## config.mk

```make
export PLATFORM = sky130hd
export DESIGN_NAME = card_event_regs
export DESIGN_NICKNAME = d
export VERILOG_FILES = /design/src/rtl/cardevt_pkg.sv /design/src/rtl/cardevt_ctrl.sv /design/src/rtl/cardevt_dp.sv /design/src/rtl/card_event_regs.sv
export SDC_FILE = /design/constraint.sdc
export NUM_CORES = 1
export LEC_CHECK = 0
export CAP_MARGIN = 40
export CORE_MARGIN = 3
export CORE_UTILIZATION = 35
export DETAILED_ROUTE_END_ITERATION = 12
export PLACE_DENSITY_LB_ADDON = 0.3
export SETUP_SLACK_MARGIN = 0.1
export SLEW_MARGIN = 25
export SYNTH_ARGS = -nofsm -noshare
export SYNTH_HDL_FRONTEND = slang
export SYNTH_SLANG_ARGS = --single-unit
```

## constraint.sdc

```tcl
create_clock -name clk -period 1.8 [get_ports clk]
set_clock_uncertainty 0.05 [all_clocks]
set_input_delay 0.27 -clock clk [delete_from_list [all_inputs] [get_ports clk]]
set_output_delay 0.27 -clock clk [all_outputs]
set_load 0.005 [all_outputs]
```

## src/rtl/cardevt_pkg.sv

```systemverilog
package cardevt_pkg;
  localparam int DATA_W = 32;
  localparam int EN_W   = 19;
  localparam int CODE_LO = 9;
  localparam int CRC_WR_BIT = 2;

  // positions that latch event pulses
  localparam logic [DATA_W-1:0] STICKY_MASK = 32'hC300_78EF;
  // response/data error group
  localparam logic [DATA_W-1:0] ERR_MASK = 32'h0000_002F;
  // enable bits that have an interrupt source
  localparam logic [EN_W-1:0] IRQ_EN_MASK = 19'h0_E01F;

  typedef struct packed {
    logic statusClr;
    logic enableLoad;
  } regStrobe_t;

  typedef enum logic [1:0] {
    RD_NONE   = 2'd0,
    RD_STATUS = 2'd1,
    RD_ENABLE = 2'd2
  } rdSel_t;

  // status position gated by enable bit en, or -1 when none
  function automatic int gateSrc(input int en);
    case (en)
      0:  gateSrc = 11;
      1:  gateSrc = 12;
      2:  gateSrc = 13;
      3:  gateSrc = 6;
      4:  gateSrc = 7;
      13: gateSrc = 14;
      14: gateSrc = 30;
      15: gateSrc = 31;
      default: gateSrc = -1;
    endcase
  endfunction
endpackage

```

## src/rtl/cardevt_ctrl.sv

```systemverilog
module cardevt_ctrl
  import cardevt_pkg::*;
#(
  parameter int ADDR_W = 6,
  parameter logic [ADDR_W-1:0] STATUS_OFS = 'h0,
  parameter logic [ADDR_W-1:0] ENABLE_OFS = 'h4
) (
  input  logic              regWrEn,
  input  logic [ADDR_W-1:0] regAddr,
  output regStrobe_t        stb,
  output rdSel_t            rdSel
);
  logic hitStatus;
  logic hitEnable;

  assign hitStatus = (regAddr == STATUS_OFS);
  assign hitEnable = (regAddr == ENABLE_OFS);

  always_comb begin
    stb.statusClr  = regWrEn && hitStatus;
    stb.enableLoad = regWrEn && hitEnable;
    if (hitStatus)      rdSel = RD_STATUS;
    else if (hitEnable) rdSel = RD_ENABLE;
    else                rdSel = RD_NONE;
  end
endmodule

```

## src/rtl/cardevt_dp.sv

```systemverilog
module cardevt_dp
  import cardevt_pkg::*;
(
  input  logic              clk,
  input  logic              rstN,
  input  regStrobe_t        stb,
  input  rdSel_t            rdSel,
  input  logic [DATA_W-1:0] wrData,
  input  logic [DATA_W-1:0] evtPulse,
  input  logic [3:0]        bufLevel,
  input  logic              busClkRun,
  input  logic [1:0]        wcrcCodeIn,
  output logic [DATA_W-1:0] rdData,
  output logic [DATA_W-1:0] statusWord,
  output logic [EN_W-1:0]   enableQ,
  output logic              irqOut,
  output logic              errSummary,
  output logic              wcrcNoToken,
  output logic              wcrcMismatch
);
  logic [DATA_W-1:0] stickyQ;
  logic [DATA_W-1:0] setVec;
  logic [DATA_W-1:0] clrVec;
  logic [1:0]        codeQ;
  logic [EN_W-1:0]   gated;

  assign setVec = evtPulse & STICKY_MASK;
  assign clrVec = stb.statusClr ? (wrData & STICKY_MASK) : '0;

  always_ff @(posedge clk or negedge rstN) begin
    if (!rstN) begin
      stickyQ <= '0;
      codeQ   <= '0;
    end else begin
      stickyQ <= (stickyQ & ~clrVec) | setVec;
      if (setVec[CRC_WR_BIT])      codeQ <= wcrcCodeIn;
      else if (clrVec[CRC_WR_BIT]) codeQ <= '0;
    end
  end

  always_ff @(posedge clk or negedge rstN) begin
    if (!rstN)               enableQ <= '0;
    else if (stb.enableLoad) enableQ <= wrData[EN_W-1:0];
  end

  always_comb begin
    statusWord = stickyQ;
    statusWord[29:26] = bufLevel;
    statusWord[8] = busClkRun;
    statusWord[CODE_LO+1:CODE_LO] = codeQ;
  end

  for (genvar g = 0; g < EN_W; g++) begin : gen_gate
    localparam int SRC = gateSrc(g);
    if (SRC >= 0) begin : gen_src
      assign gated[g] = enableQ[g] & stickyQ[SRC];
    end else begin : gen_none
      assign gated[g] = 1'b0;
    end
  end

  always_ff @(posedge clk or negedge rstN) begin
    if (!rstN) irqOut <= 1'b0;
    else       irqOut <= |gated;
  end

  assign errSummary   = |(stickyQ & ERR_MASK);
  assign wcrcNoToken  = stickyQ[CRC_WR_BIT] && (codeQ == 2'd2);
  assign wcrcMismatch = stickyQ[CRC_WR_BIT] && (codeQ == 2'd1 || codeQ == 2'd3);

  always_comb begin
    case (rdSel)
      RD_STATUS: rdData = statusWord;
      RD_ENABLE: rdData = {{(DATA_W-EN_W){1'b0}}, enableQ};
      default:   rdData = '0;
    endcase
  end
endmodule

```

## src/rtl/card_event_regs.sv

```systemverilog
module card_event_regs
  import cardevt_pkg::*;
#(
  parameter int ADDR_W = 6,
  parameter logic [ADDR_W-1:0] STATUS_OFS = 'h0,
  parameter logic [ADDR_W-1:0] ENABLE_OFS = 'h4
) (
  input  logic              clk,
  input  logic              rstN,
  input  logic              regWrEn,
  input  logic [ADDR_W-1:0] regAddr,
  input  logic [31:0]       regWrData,
  output logic [31:0]       regRdData,
  input  logic [31:0]       evtPulse,
  input  logic [3:0]        bufLevel,
  input  logic              busClkRun,
  input  logic [1:0]        wcrcCodeIn,
  output logic              irqOut,
  output logic              errSummary,
  output logic              wcrcNoToken,
  output logic              wcrcMismatch
);
  regStrobe_t        stb;
  rdSel_t            rdSel;
  logic [DATA_W-1:0] statusWord;
  logic [EN_W-1:0]   enableQ;

  cardevt_ctrl #(
    .ADDR_W(ADDR_W), .STATUS_OFS(STATUS_OFS), .ENABLE_OFS(ENABLE_OFS)
  ) i_ctrl (
    .regWrEn(regWrEn), .regAddr(regAddr), .stb(stb), .rdSel(rdSel)
  );

  cardevt_dp i_dp (
    .clk(clk), .rstN(rstN), .stb(stb), .rdSel(rdSel),
    .wrData(regWrData), .evtPulse(evtPulse), .bufLevel(bufLevel),
    .busClkRun(busClkRun), .wcrcCodeIn(wcrcCodeIn), .rdData(regRdData),
    .statusWord(statusWord), .enableQ(enableQ), .irqOut(irqOut),
    .errSummary(errSummary), .wcrcNoToken(wcrcNoToken),
    .wcrcMismatch(wcrcMismatch)
  );
endmodule

```

==> results.md <==
* Status: completed
* Cts bufs inserted at 5
* CTS tree: done
* Area after DPL at roughly 2800 sq um
* Clock Pin Slew Worst Setup and Hold Paths at 0.08 ns
* Final nets at ~360
* Synth cell types at 24
* Grt total ovfl at 0
* First-pass GRT wire length at ~8600 um
* RSZ-0062 raised after global routing: yes
* Area of the multi-input gates at roughly 900 sq um
* Pre-CTS WS at -0.750 ns
* Most frequent cell after synthesis: dfrtp_1
* Post-Route WL at 5450 um
* Biggest area consumer among synthesized cells: dfrtp_1
* Register area at approximately 900 sq um
* Share of layout cells above drive strength 1 at 0.318
* Synth warn at 0
* Max VDD drop at 0.000376 V
* Die X at 78.7 um
* Max cap viols at 0
* Synth area leaders: dfrtp_1 50%, mux2_2 12%, mux2i_1 7.6%, nor2_1 6.5%, a31oi_1 4.7%
* Final Worst Setup Slack at ~0.036 ns
* Slew Viols, Final at 0
* Sink Count at 37
* DR iter-0 viols at 44
* Synth Area in XOR/XNOR at 0
* Filler Cells Inserted at ~440
* Leakage at around 1.5 nW
* CP arrival at between 1 and 1.5 ns
* Ys async rst share at 1.00
* Startpoint Class: input pin
* Post-synthesis average cell area at ~10 sq um
* Number of flops mapped to enable cells by yosys at 0
* Hold Path Class: flop to flop
* #FFs+latches synth at 37
* Adder-Cell Fraction of Synth Area at 0
* Area Growth Syn to Fin at 64.5%
* Syn Inst Count at 177
* CTS max path bufs at 2
* DRC errors left at 0
* Final Setup Violations at 0
* Compound-Gate Fraction of Synth Area at 0.0771
* Worst hold slack at around 0.45 ns
* Critical Path Fanout Max at 4
* Mux cell area share after synthesis at 0.191
* Via/cell ratio at 4.85
* Port bufs at 84
* Ports at ~120
* Minimum clock period at between 1.5 and 2 ns
* GR Util All Layers at 0.180
* Starting Density at 0.377
* Die height at between 70 and 80 um
* Synth Area in Simple Gates at 0.160
* Die Footprint at 6190 sq um
* Initial antenna violation count at 0
* Remaining antenna violation count at 0
* Final Hold Fails at 0
* Critical Path End Type: output pin
* Row count at 25
* RePlAce Congestion at ~0.71
* H-tree Lvls at 2
* HPWL Detailed at between 3000 and 4000 um
* Sequential area share after synthesis at 0.501
* Largest net degree at the start of global routing at 38
* Sum of negative setup slack at 0 ns
* Top cells by count, synth: 37 x dfrtp_1, 32 x nor2_1, 19 x mux2_2
* Root buf cell: clkbuf_8
* Tcrit/Tclk final at 0.980
* Synth Cell Area at 1850 sq um
* Final instance area at 3040 sq um
* P per Cell Area at approximately 620 nW/um^2
* Max Fclk at approximately 0.57 GHz
* CP Class: input pin to output pin
* Vias in the first global route at between 1,500 and 2,000
* Detailed-router iteration count before antenna repair at 4
* Wire per inst at roughly 16 um
* Combinational family with the most area after synthesis: multiplexers
* Share of the synthesized area in the top cell type at 0.501
* Core ar. at 4910 sq um
* Clk Latency, worst-skew pair at approximately 0.29 ns
* CP required at around 1.5 ns
* Primary FF master, synth: dfrtp_1
* Vias at approximately 1,700
* Ant diodes at 0
==> registers in the layout, summed over array words and instances, names as in the netlist <==
name	cells
i_dp.enableQ	19
i_dp.stickyQ	15
i_dp.irqOut	1
i_dp.codeQ	2
==> routing by layer <==
layer  global-route usage  vias up  share of wire
li1                     -      815              -
met1                0.215      811           0.41
met2                0.306       68           0.51
met3               0.0612        5          0.071
met4               0.0490        0         0.0079
met5                    0        -              0
==> power breakdown <==
group          leakage [nW]  switching [mW]  total [mW]  internal (mW)
combinational          1.02           0.129       0.366          0.237
clock                0.0439           0.305       0.572          0.267
sequential            0.419          0.0477       0.947          0.900
==> layout by cell type, fill, tap and decap left out, types with 4 or more instances in the layout <==
cell type,n
dfrtp_1,37
mux2_2,18
clkdlybuf4s50_1,47
and3_1,12
nor2_1,23
inv_1,14
buf_2,19
a22oi_1,4
nor2_2,6
a31oi_1,14
conb_1,5
buf_6,13
buf_4,10
dlygate4sd2_1,10
mux2i_1,11
clkbuf_8,5
==> worst paths after layout <==
| path | from | endpoint | slack [ns] | depth (start not counted) |
|---|---|---|---|---|
| setup / recovery | regAddr[1] | regRdData[15] | 0.04 | 6 |
| hold / removal | i_dp.enableQ[16] | i_dp.enableQ[16] | 0.45 | 1 |
| setup reg to reg | i_dp.stickyQ[2] | i_dp.stickyQ[2] | 0.79 | 3 |
| hold reg to reg | i_dp.enableQ[16] | i_dp.enableQ[16] | 0.45 | 1 |
| max in group asynchronous | rstN | i_dp.stickyQ[25] | 0.85 | 3 |
| min in group asynchronous | rstN | i_dp.codeQ[0] | 0.51 | 3 |
==> what timing repair did <==
item	CTS	global route
setup buffers	7	1
hold endpoints to repair	37	0
cloned	1	0
setup endpoints to repair	48	48
hold buffers	1	0
gates resized for setup	127	14
pin swaps	5	4
==> logic make-up (layout without fill, tap and decap cells) <==
| family | count (synthesis) | count (layout) |
|---|---|---|
| multiplexers | 33 | 33 |
| flip-flops | 37 | 37 |
| AO/OA/AOI/OAI | 21 | 21 |
| AND/OR/NAND/NOR | 59 | 59 |
| other | 1 | 5 |
| buffers and inverters | 26 | 128 |
==> worst max-delay path: stages <==
cell	delay, ns
buf_6	0.09
or4_4	0.55
nor2_4	0.14
buf_6	0.12
and3_4	0.18
buf_6	0.09
==> per-stage QoR <==
step / power (mW) / instances / util
after floorplan: 1.09 / 181 / -
after global placement: 1.29 / 333 / 0.577
after detailed placement: 1.30 / 333 / 0.577
after CTS: 1.90 / 349 / 0.609
after global routing: 1.98 / 350 / 0.620
final: 1.88 / 350 / 0.620
==> cell type report <==
cell class                      count  area share
Multi-Input combinational cell    118       0.297
Sequential cell                    37       0.304
Tap cell                           67      0.0275
Clock inverter                      3     0.00576
Inverter                           14      0.0173
Clock buffer                        5      0.0226
Timing Repair Buffer              106       0.325
Note: power is estimated with default switching activity, not from simulation.
